$ cat src/rtl/capTimerPkg.sv
package capTimerPkg;
  parameter int CNT_W  = 16;
  parameter int NUM_CH = 3;
  parameter int ADDR_W = 4;

  localparam int ADDR_TCTL   = 0;
  localparam int ADDR_COUNT  = 1;
  localparam int ADDR_CHCTL0 = 2;
  localparam int ADDR_CAP0   = ADDR_CHCTL0 + NUM_CH;
  localparam int ADDR_STAT   = ADDR_CAP0 + NUM_CH;
  localparam int ADDR_VEC    = ADDR_STAT + 1;
  localparam int STAT_OVF    = NUM_CH;
  localparam int STAT_COV0   = NUM_CH + 1;
  localparam logic [CNT_W-1:0] VEC_WRAP = CNT_W'(14);

  typedef enum logic [1:0] {
    EDGE_OFF  = 2'd0,
    EDGE_RISE = 2'd1,
    EDGE_FALL = 2'd2,
    EDGE_BOTH = 2'd3
  } edgeMode_e;

  typedef struct packed {
    logic                        run;
    logic                        cntLoad;
    logic [CNT_W-1:0]            cntLoadVal;
    logic [NUM_CH-1:0][1:0]      edgeMode;
    logic [NUM_CH-1:0]           syncSel;
  } dpStrobe_t;
endpackage

$ cat src/rtl/capTimerDatapath.sv
module capTimerDatapath
  import capTimerPkg::*;
(
  input  logic                         clk,
  input  logic                         rstN,
  input  logic                         tickEn,
  input  logic [NUM_CH-1:0]            capPin,
  input  dpStrobe_t                    strobe,
  output logic [CNT_W-1:0]             count,
  output logic [NUM_CH-1:0][CNT_W-1:0] capValue,
  output logic [NUM_CH-1:0]            capEvent,
  output logic                         wrapPulse
);
  logic stepNow;
  assign stepNow   = strobe.run && tickEn && !strobe.cntLoad;
  assign wrapPulse = stepNow && (count == {CNT_W{1'b1}});

  always_ff @(posedge clk) begin
    if (!rstN)               count <= '0;
    else if (strobe.cntLoad) count <= strobe.cntLoadVal;
    else if (stepNow)        count <= count + 1'b1;
  end

  p_count_step_r2: assert property (@(posedge clk) disable iff (!rstN)
    stepNow |=> count == CNT_W'($past(count) + 1'b1));
  p_count_hold_r2: assert property (@(posedge clk) disable iff (!rstN)
    (!strobe.run && !strobe.cntLoad) |=> count == $past(count));

  for (genvar ch = 0; ch < NUM_CH; ch++) begin : g_chan
    logic syncA, syncB, syncC, prevLvl, lvl, rise, fall;
    edgeMode_e mode;

    always_ff @(posedge clk) begin
      if (!rstN) begin
        syncA   <= 1'b0;
        syncB   <= 1'b0;
        syncC   <= 1'b0;
        prevLvl <= 1'b0;
      end else begin
        syncA   <= capPin[ch];
        syncB   <= syncA;
        syncC   <= syncB;
        prevLvl <= lvl;
      end
    end

    assign lvl  = strobe.syncSel[ch] ? syncC : syncB;
    assign rise = lvl && !prevLvl;
    assign fall = !lvl && prevLvl;
    assign mode = edgeMode_e'(strobe.edgeMode[ch]);

    always_comb begin
      unique case (mode)
        EDGE_RISE: capEvent[ch] = rise;
        EDGE_FALL: capEvent[ch] = fall;
        EDGE_BOTH: capEvent[ch] = rise || fall;
        default:   capEvent[ch] = 1'b0;
      endcase
    end

    always_ff @(posedge clk) begin
      if (!rstN)             capValue[ch] <= '0;
      else if (capEvent[ch]) capValue[ch] <= count;
    end

    p_cap_latch_r3: assert property (@(posedge clk) disable iff (!rstN)
      capEvent[ch] |=> capValue[ch] == $past(count));
  end
endmodule

$ cat src/rtl/capTimerCtrl.sv
module capTimerCtrl
  import capTimerPkg::*;
(
  input  logic                         clk,
  input  logic                         rstN,
  input  logic                         busWrEn,
  input  logic                         busRdEn,
  input  logic [ADDR_W-1:0]            busAddr,
  input  logic [CNT_W-1:0]             busWrData,
  output logic [CNT_W-1:0]             busRdData,
  input  logic                         irqAck0,
  input  logic [CNT_W-1:0]             count,
  input  logic [NUM_CH-1:0][CNT_W-1:0] capValue,
  input  logic [NUM_CH-1:0]            capEvent,
  input  logic                         wrapPulse,
  output dpStrobe_t                    strobe,
  output logic                         irqCh0,
  output logic                         irqShared
);
  logic                   runBit, wrapIe, wrapFlag;
  logic [NUM_CH-1:0][1:0] chEdge;
  logic [NUM_CH-1:0]      chSync, chIe, chFlag, capOvf;

  logic wrTctl, wrStat, vecRead;
  assign wrTctl  = busWrEn && (busAddr == ADDR_W'(ADDR_TCTL));
  assign wrStat  = busWrEn && (busAddr == ADDR_W'(ADDR_STAT));
  assign vecRead = busRdEn && (busAddr == ADDR_W'(ADDR_VEC));

  // strobes to the datapath
  always_comb begin
    strobe.run        = runBit;
    strobe.cntLoad    = busWrEn && (busAddr == ADDR_W'(ADDR_COUNT));
    strobe.cntLoadVal = busWrData;
    strobe.edgeMode   = chEdge;
    strobe.syncSel    = chSync;
  end

  always_ff @(posedge clk) begin
    if (!rstN) begin
      runBit <= 1'b0;
      wrapIe <= 1'b0;
    end else if (wrTctl) begin
      runBit <= busWrData[0];
      wrapIe <= busWrData[1];
    end
  end

  for (genvar ch = 0; ch < NUM_CH; ch++) begin : g_cfg
    always_ff @(posedge clk) begin
      if (!rstN) begin
        chEdge[ch] <= 2'b00;
        chSync[ch] <= 1'b0;
        chIe[ch]   <= 1'b0;
      end else if (busWrEn && busAddr == ADDR_W'(ADDR_CHCTL0 + ch)) begin
        chEdge[ch] <= busWrData[1:0];
        chSync[ch] <= busWrData[2];
        chIe[ch]   <= busWrData[3];
      end
    end
  end

  // prioritised vector: lowest shared channel first, wrap last
  logic [CNT_W-1:0]  vecCode;
  logic [NUM_CH-1:0] vecHitCh;
  logic              vecHitWrap;
  always_comb begin
    logic found;
    found      = 1'b0;
    vecCode    = '0;
    vecHitCh   = '0;
    vecHitWrap = 1'b0;
    for (int k = 1; k < NUM_CH; k++) begin
      if (!found && chFlag[k] && chIe[k]) begin
        found       = 1'b1;
        vecHitCh[k] = 1'b1;
        vecCode     = CNT_W'(2 * k);
      end
    end
    if (!found && wrapFlag && wrapIe) begin
      vecHitWrap = 1'b1;
      vecCode    = VEC_WRAP;
    end
  end

  // flag clears gathered from every source
  logic [NUM_CH-1:0] clrCh, clrCov;
  logic              clrWrap;
  always_comb begin
    clrCh   = wrStat ? ~busWrData[NUM_CH-1:0] : '0;
    clrCov  = wrStat ? ~busWrData[STAT_COV0 +: NUM_CH] : '0;
    clrWrap = (wrStat && !busWrData[STAT_OVF]) || (vecRead && vecHitWrap);
    if (vecRead) clrCh = clrCh | vecHitCh;
    if (irqAck0) clrCh[0] = 1'b1;
  end

  always_ff @(posedge clk) begin
    if (!rstN) begin
      chFlag   <= '0;
      capOvf   <= '0;
      wrapFlag <= 1'b0;
    end else begin
      chFlag   <= (chFlag & ~clrCh) | capEvent;
      capOvf   <= (capOvf & ~clrCov) | (capEvent & chFlag);
      wrapFlag <= (wrapFlag && !clrWrap) || wrapPulse;
    end
  end

  logic [NUM_CH-1:1] sharedReq;
  assign sharedReq = chFlag[NUM_CH-1:1] & chIe[NUM_CH-1:1];
  assign irqCh0    = chFlag[0] && chIe[0];
  assign irqShared = (|sharedReq) || (wrapFlag && wrapIe);

  always_comb begin
    busRdData = '0;
    if (busAddr == ADDR_W'(ADDR_TCTL))  busRdData = CNT_W'({wrapIe, runBit});
    if (busAddr == ADDR_W'(ADDR_COUNT)) busRdData = count;
    for (int k = 0; k < NUM_CH; k++) begin
      if (busAddr == ADDR_W'(ADDR_CHCTL0 + k))
        busRdData = CNT_W'({chIe[k], chSync[k], chEdge[k]});
      if (busAddr == ADDR_W'(ADDR_CAP0 + k)) busRdData = capValue[k];
    end
    if (busAddr == ADDR_W'(ADDR_STAT)) busRdData = CNT_W'({capOvf, wrapFlag, chFlag});
    if (busAddr == ADDR_W'(ADDR_VEC))  busRdData = vecCode;
  end

  p_wrap_flag_r2: assert property (@(posedge clk) disable iff (!rstN)
    wrapPulse |=> wrapFlag);
  p_ack_clear_r5: assert property (@(posedge clk) disable iff (!rstN)
    (irqAck0 && !capEvent[0]) |=> !chFlag[0]);
  p_vec_code_r7: assert property (@(posedge clk) disable iff (!rstN)
    (vecCode == '0) || (vecCode == VEC_WRAP) || (vecCode[0] == 1'b0 && vecCode < CNT_W'(2 * NUM_CH)));
  p_vec_silent_r6: assert property (@(posedge clk) disable iff (!rstN)
    (vecCode == '0) |-> !irqShared);

  for (genvar ch = 0; ch < NUM_CH; ch++) begin : g_chk
    p_flag_set_r4: assert property (@(posedge clk) disable iff (!rstN)
      capEvent[ch] |=> chFlag[ch]);
    p_cap_ovf_r10: assert property (@(posedge clk) disable iff (!rstN)
      (capEvent[ch] && chFlag[ch]) |=> capOvf[ch]);
    if (ch > 0) begin : g_vec
      p_vec_clear_r8: assert property (@(posedge clk) disable iff (!rstN)
        (vecRead && vecCode == CNT_W'(2 * ch) && !capEvent[ch]) |=> !chFlag[ch]);
    end
  end
endmodule

$ cat src/rtl/capTimer.sv
module capTimer
  import capTimerPkg::*;
(
  input  logic              clk,
  input  logic              rstN,
  input  logic              tickEn,
  input  logic [NUM_CH-1:0] capPin,
  input  logic              busWrEn,
  input  logic              busRdEn,
  input  logic [ADDR_W-1:0] busAddr,
  input  logic [CNT_W-1:0]  busWrData,
  output logic [CNT_W-1:0]  busRdData,
  input  logic              irqAck0,
  output logic              irqCh0,
  output logic              irqShared
);
  dpStrobe_t                    strobe;
  logic [CNT_W-1:0]             count;
  logic [NUM_CH-1:0][CNT_W-1:0] capValue;
  logic [NUM_CH-1:0]            capEvent;
  logic                         wrapPulse;

  capTimerCtrl i_ctrl (
    .clk(clk), .rstN(rstN), .busWrEn(busWrEn), .busRdEn(busRdEn),
    .busAddr(busAddr), .busWrData(busWrData), .busRdData(busRdData),
    .irqAck0(irqAck0), .count(count), .capValue(capValue),
    .capEvent(capEvent), .wrapPulse(wrapPulse), .strobe(strobe),
    .irqCh0(irqCh0), .irqShared(irqShared)
  );

  capTimerDatapath i_dp (
    .clk(clk), .rstN(rstN), .tickEn(tickEn), .capPin(capPin),
    .strobe(strobe), .count(count), .capValue(capValue),
    .capEvent(capEvent), .wrapPulse(wrapPulse)
  );
endmodule

$ cat config.mk
export PLATFORM = sky130hd
export DESIGN_NAME = capTimer
export DESIGN_NICKNAME = d
export VERILOG_FILES = /design/src/rtl/capTimerPkg.sv /design/src/rtl/capTimerDatapath.sv /design/src/rtl/capTimerCtrl.sv /design/src/rtl/capTimer.sv
export SDC_FILE = /design/constraint.sdc
export NUM_CORES = 1
export LEC_CHECK = 0
export BUFFER_PORTS_ARGS = -buffer_cell sky130_fd_sc_hd__buf_2
export CORE_ASPECT_RATIO = 0.9
export CORE_UTILIZATION = 66
export CTS_BUF_LIST = sky130_fd_sc_hd__clkbuf_8
export DETAILED_ROUTE_END_ITERATION = 8
export PLACE_DENSITY = 0.95
export SLEW_MARGIN = 10
export SYNTH_ARGS = -nofsm -noshare
export SYNTH_HDL_FRONTEND = slang
export SYNTH_SLANG_ARGS = --single-unit
$ cat constraint.sdc
create_clock -name clk -period 4.7 [get_ports clk]
set_input_delay 0 -clock clk [delete_from_list [all_inputs] [get_ports clk]]
set_output_delay 0 -clock clk [all_outputs]
set_load 0.01 [all_outputs]
# ---- Yosys cells after proc, flatten, opt, wreduce, memory -nomap -nowiden
# Index checks and enable logic that the tools add are counted.
dict set report totals {
  reg_bits 97
  latchBits 0
  ram_bits 0
  romBits 0
  inputBits 29
  output_inout_bits 18
  elab_cells 136
  mem_count 0
}
dict set report op_classes {
  add_sub_neg 1
  n_mul 0
  n_div 0
  order_cmp 0
  n_eq_ne 19
  shift 0
  muxes 29
  bitwise_logic 11
  n_reduce_logical 46
}
# cell count
set ops {}
lappend ops {{16-bit two-way mux} 11}
lappend ops {{1-bit logical AND} 26}
lappend ops {{16-bit by 1-bit adder with 16-bit output (second input constant)} 1}
lappend ops {{16-bit equality test (second input constant)} 1}
lappend ops {{4-bit by 3-bit equality test with 1-bit output (second input constant)} 4}
lappend ops {{2-bit equality test (second input constant)} 6}
lappend ops {{3-bit two-way mux} 4}
lappend ops {{3-bit inverter} 4}
lappend ops {{1-bit zero test} 11}
lappend ops {{3-bit AND} 3}
lappend ops {{3-bit OR} 3}
lappend ops {{1-bit case mux with 3 select lines} 3}
lappend ops {{4-bit by 2-bit equality test with 1-bit output (second input constant)} 2}
lappend ops {{4-bit equality test (second input constant)} 2}
lappend ops {{1-bit two-way mux} 8}
lappend ops {{2-bit by 1-bit equality test with 1-bit output (second input constant)} 3}
lappend ops {{1-bit logical OR} 6}
lappend ops {{4-bit by 1-bit equality test with 1-bit output (second input constant)} 1}
lappend ops {{4-bit zero test} 1}
lappend ops {{2-bit two-way mux} 2}
lappend ops {{4-bit two-way mux} 1}
lappend ops {{2-bit AND} 1}
lappend ops {{2-bit nonzero test} 1}
lappend ops {{2-bit OR reduction} 1}

# ---- Logic depth before layout (Yosys ltp)
dict set report logic_depth {
  depth_word 15
  depth_mapped 9
  mapped_depth_nobuf 7
}

# ---- Hierarchy
# A second synthesis with hierarchy kept.
dict set report hier_totals {
  cells_unflattened 601
  area_unflattened_um2 5161.2
}
# mod n_inst cells_each area_per_inst_um2 seq_area_each_um2
set modules_own_cells {}
lappend modules_own_cells {capTimerDatapath 1 359 3275.6 1521.5}
lappend modules_own_cells {capTimerCtrl 1 242 1885.6 420.4}

# ---- Least setup slack after synthesis
# OpenSTA, ideal clock, no wires.
dict set report synth_timing {
  path_type {register -> register}
  from {register i_ctrl.chSync[2] (netlist: i_ctrl.strobe[2])}
  to {register i_dp.capValue[44] (netlist bit)}
  setup_time_ns 0.071
  arrival_ns 1.723
  t_required_ns 4.629
  setup_slack_ns 2.906
  stages_incl_launch_ff 10
  n_path_buf 2
  period_less_slack_ns 1.794
  cell_sequence {dfxtp_1 -> mux2i_1 -> inv_1 -> ha_1 -> nand2_1 -> or2_2 -> clkbuf_1 -> clkbuf_1 -> nand3_1 -> a21oi_1}
}
dict set report synth_between {
  elab_chain_cells 5
}
# element line_no
set synth_lines {}
lappend synth_lines {{start: declaration} capTimerCtrl.sv:22} ;# logic [NUM_CH-1:0] chSync, chIe, chFlag, capOvf;
lappend synth_lines {{start signal: indexed assignment} capTimerCtrl.sv:56} ;# chSync[ch] <= busWrData[2];
lappend synth_lines {{1-bit two-way mux (*)} capTimerDatapath.sv:47} ;# assign lvl = strobe.syncSel[ch] ? syncC : syncB;
lappend synth_lines {{via i_dp.g_chan[2].lvl} capTimerDatapath.sv:30} ;# logic syncA, syncB, syncC, prevLvl, lvl, rise, fall;
lappend synth_lines {{1-bit zero test} capTimerDatapath.sv:49} ;# assign fall = !lvl && prevLvl;
lappend synth_lines {{1-bit logical AND} capTimerDatapath.sv:49}
lappend synth_lines {{1-bit logical OR} capTimerDatapath.sv:56} ;# EDGE_BOTH: capEvent[ch] = rise || fall;
lappend synth_lines {{1-bit case mux with 3 select lines (*)} capTimerDatapath.sv:53} ;# unique case (mode)
lappend synth_lines {{end signal: indexed assignment} capTimerDatapath.sv:63} ;# else if (capEvent[ch]) capValue[ch] <= count;
lappend synth_lines {{end: declaration} capTimerDatapath.sv:10} ;# output logic [NUM_CH-1:0][CNT_W-1:0] capValue,
# The timed path passes the listed nets; every way through them passes the cells marked *.
# A chain may end at the register's enable or synchronous reset.

# ---- Worst setup path in the final report
dict set report layout_timing {
  from {register i_ctrl.chSync[2] (netlist: i_ctrl.strobe[2])}
  to {register i_dp.capValue[42] (netlist bit)}
}
dict set report layout_between {
  elab_chain_cells 5
}
# element line_no
set layout_lines {}
lappend layout_lines {{1-bit two-way mux (*)} capTimerDatapath.sv:47}
lappend layout_lines {{1-bit zero test} capTimerDatapath.sv:49}
lappend layout_lines {{1-bit logical AND} capTimerDatapath.sv:49}
lappend layout_lines {{1-bit logical OR} capTimerDatapath.sv:56}
lappend layout_lines {{1-bit case mux with 3 select lines (*)} capTimerDatapath.sv:53}
# Every way passes the cells marked *; elsewhere a longest branch is shown, timed or not.

==> metrics.txt <==
DR iter-0 viols 830; first-pass GRT wire length 23500 um; I/O pins 47; Fin. Hold Viols 0; crit path kind flop to flop; Finished Core Util 76.5%; PortBufs 46; setup TNS 0 ns; Post-Syn Area 0.00486 mm^2; Worst-Skew Late Latency 0.39 ns; Seq/Total Area, Yosys 40.0%; CTS sink cnt 97; worst reg-to-reg path cell count 6; unrepaired setup endpoints after global routing false; min Tclk post-route 2.54 ns; Area Overhead vs Synth 11.4%; Startpoint Class flop; syn_nets 634; Worst EP arrival 2.84 ns; Pwr Total 1.53 mW; die area 0.00771 mm^2; ys flop type dfxtp_1; drt wl/cell 20.6 um; commonest non-fill, non-tap cell in the layout dfxtp_1; Post-synth ARST share 0%; Power Density 283 mW/mm^2; die span in x 92.4 um; CTS Hold Buffers Added 21; Reg clk slew, reported paths 0.09 ns; WHS Path Cells 3; routed vias 5121; vias in the first global route 4588; pin slew with the least headroom to its limit 1.29 ns; #FFs+latches synth 97; total CTS buffers 9; worst slack, placed 2.39 ns; Max Clock Freq 394 MHz; Post-Route WL 15000 um; count of pins over their slew limit 0; CTS tree yes; H-Tree Level Count 3; max_slew headroom 13.7%; Design Area, Final 0.00541 mm^2; gr ovfl total 0; hold endpoint i_dp.count[10]; Tcrit/Tclk final 54.0%; CTS Buffer Depth 2; hold_sp rstN; Root Buffer clkbuf_8; GPL Wtd Cong 0.946; die height 83.4 um; worst vdd ir 0.203 mV; Required @ worst endpoint 5.00 ns; synthesized area per cell 8.12 um^2; final antenna-violating net count 0; # diodes 0; largest net degree at the start of global routing 80; final worst setup slack 2.16 ns; Pleak 1.98 nW; r2r setup slk 2.16 ns; outcome completed; synth warn 0; Pre-antenna DRT Iters 8; Rows 29; FF-to-FF Start i_ctrl.strobe[2]; initial antenna violation count 2; area of the core 0.00708 mm^2; post-CTS resize count 0; commonest cells after routing, fill and taps aside 97 x dfxtp_1, 74 x o21ai_0, 66 x a21oi_1; Post-Synthesis Cells 598; Initial Utilization 68.7%; NumNets Final 668; GRT Overall Usage 39.4%; DRC violations left 0; Final setup viols 0; R2R Path End i_dp.capValue[42]; clock skew 0.00700 ns; share of cells above drive strength 1 12.2%; EDFF count, synth 0; Max FO, Critical Path 17; Filler cells 533; Setup Buffers After CTS 0; post-detailed-placement half-perimeter wirelength 9540 um; Crit. End Element flop; Netlist cell types 62; Max-Cap Viols 0; dpl cell area 0.00499 mm^2; DR vias/cell 7.02; Hold Path Class primary input to flop
worst max-delay path: stages (launching register included):
cell and delay (ns):
dfxtp_1 0.39, mux2i_1 0.32, ha_1 0.18, nor2b_1 0.05, o21ai_1 0.99, nand3_1 0.28, a21oi_1 0.23
cell usage after synthesis, types with 7 or more instances:
library cell / n / area share (%)
buf_2: 14 / 1.4
nand4_1: 7 / 0.90
a21oi_1: 66 / 6.8
dfxtp_1: 97 / 40
mux2i_1: 19 / 3.9
xor2_1: 9 / 1.6
inv_1: 11 / 0.85
ha_1: 7 / 1.8
a211oi_1: 7 / 1.1
nor2b_1: 11 / 1.4
a31oi_1: 9 / 1.2
clkbuf_1: 23 / 1.8
and2_1: 11 / 1.4
a222oi_1: 13 / 2.7
nor2_1: 32 / 2.5
nand3_1: 60 / 6.2
o21ai_0: 74 / 7.6
nand2_1: 44 / 3.4
metal layers:
layer	vias to the layer above	routed length, um	track usage (%)
met5	-	17	1.39
met4	2	713	16.6
met3	91	2080	14.5
met2	409	6460	57.0
met1	2360	5740	52.5
li1	2259	-	-
through the flow:
stage | std cells | hold WS [ns]
global placement | 693 | 0.205
CTS | 730 | 0.0268
finish | 730 | 0.0330
global route | 730 | 0.0547
floorplan | 598 | 0.127
detailed placement | 693 | 0.211
registers in the layout, summed over array words and instances, names as in the netlist:
| name | flops |
|---|---|
| i_ctrl.runBit | 1 |
| i_dp.g_chan.syncA | 3 |
| i_ctrl.chIe | 3 |
| i_ctrl.capOvf | 3 |
| i_dp.capValue | 48 |
| i_dp.g_chan.prevLvl | 3 |
| i_ctrl.wrapIe | 1 |
| i_ctrl.wrapFlag | 1 |
| i_ctrl.strobe | 9 |
| i_dp.g_chan.syncB | 3 |
| i_ctrl.chFlag | 3 |
| i_dp.count | 16 |
| i_dp.g_chan.syncC | 3 |
report_power, final:
group / switching, mW / internal (mW)
Sequential: 0.0124 / 0.830
Clock: 0.310 / 0.261
Combinational: 0.0740 / 0.0447
area by class of cell:
type	count	area [um^2]	share of cell area, %
inverters	13	48.8	0.902
clock inverters	6	66.3	1.23
multi-input cells	442	2650	48.9
repair buffers	69	455	8.42
clock buffers	10	138	2.54
well taps	93	116	2.15
flip-flops and latches	97	1940	35.9
worst max-delay path by stage:
stage / slack (ns) / to / start / cells past startpoint
detailed placement: 2.39 / i_dp.capValue[2] / i_ctrl.strobe[0] / 6
finish: 2.16 / i_dp.capValue[42] / i_ctrl.strobe[2] / 6
global route: 2.07 / i_dp.capValue[0] / i_ctrl.strobe[0] / 6
floorplan: 2.91 / i_dp.capValue[44] / i_ctrl.strobe[2] / 9
global placement: 2.49 / i_dp.capValue[30] / i_ctrl.strobe[1] / 6
CTS: 2.33 / i_dp.capValue[28] / i_ctrl.strobe[1] / 6
logic make-up after synthesis:
logic type	count (synthesis)	share of synthesized area [%]
AOI/OAI and AO/OA	202	24.5
xor gates and xnor gates	11	1.98
DFF	97	40.0
muxes	20	4.15
buffers and inverters	59	5.67
adders and majority gates	7	1.80
and+or+nand+nor	202	21.9
No activity file was read; power rests on OpenSTA's default activity.
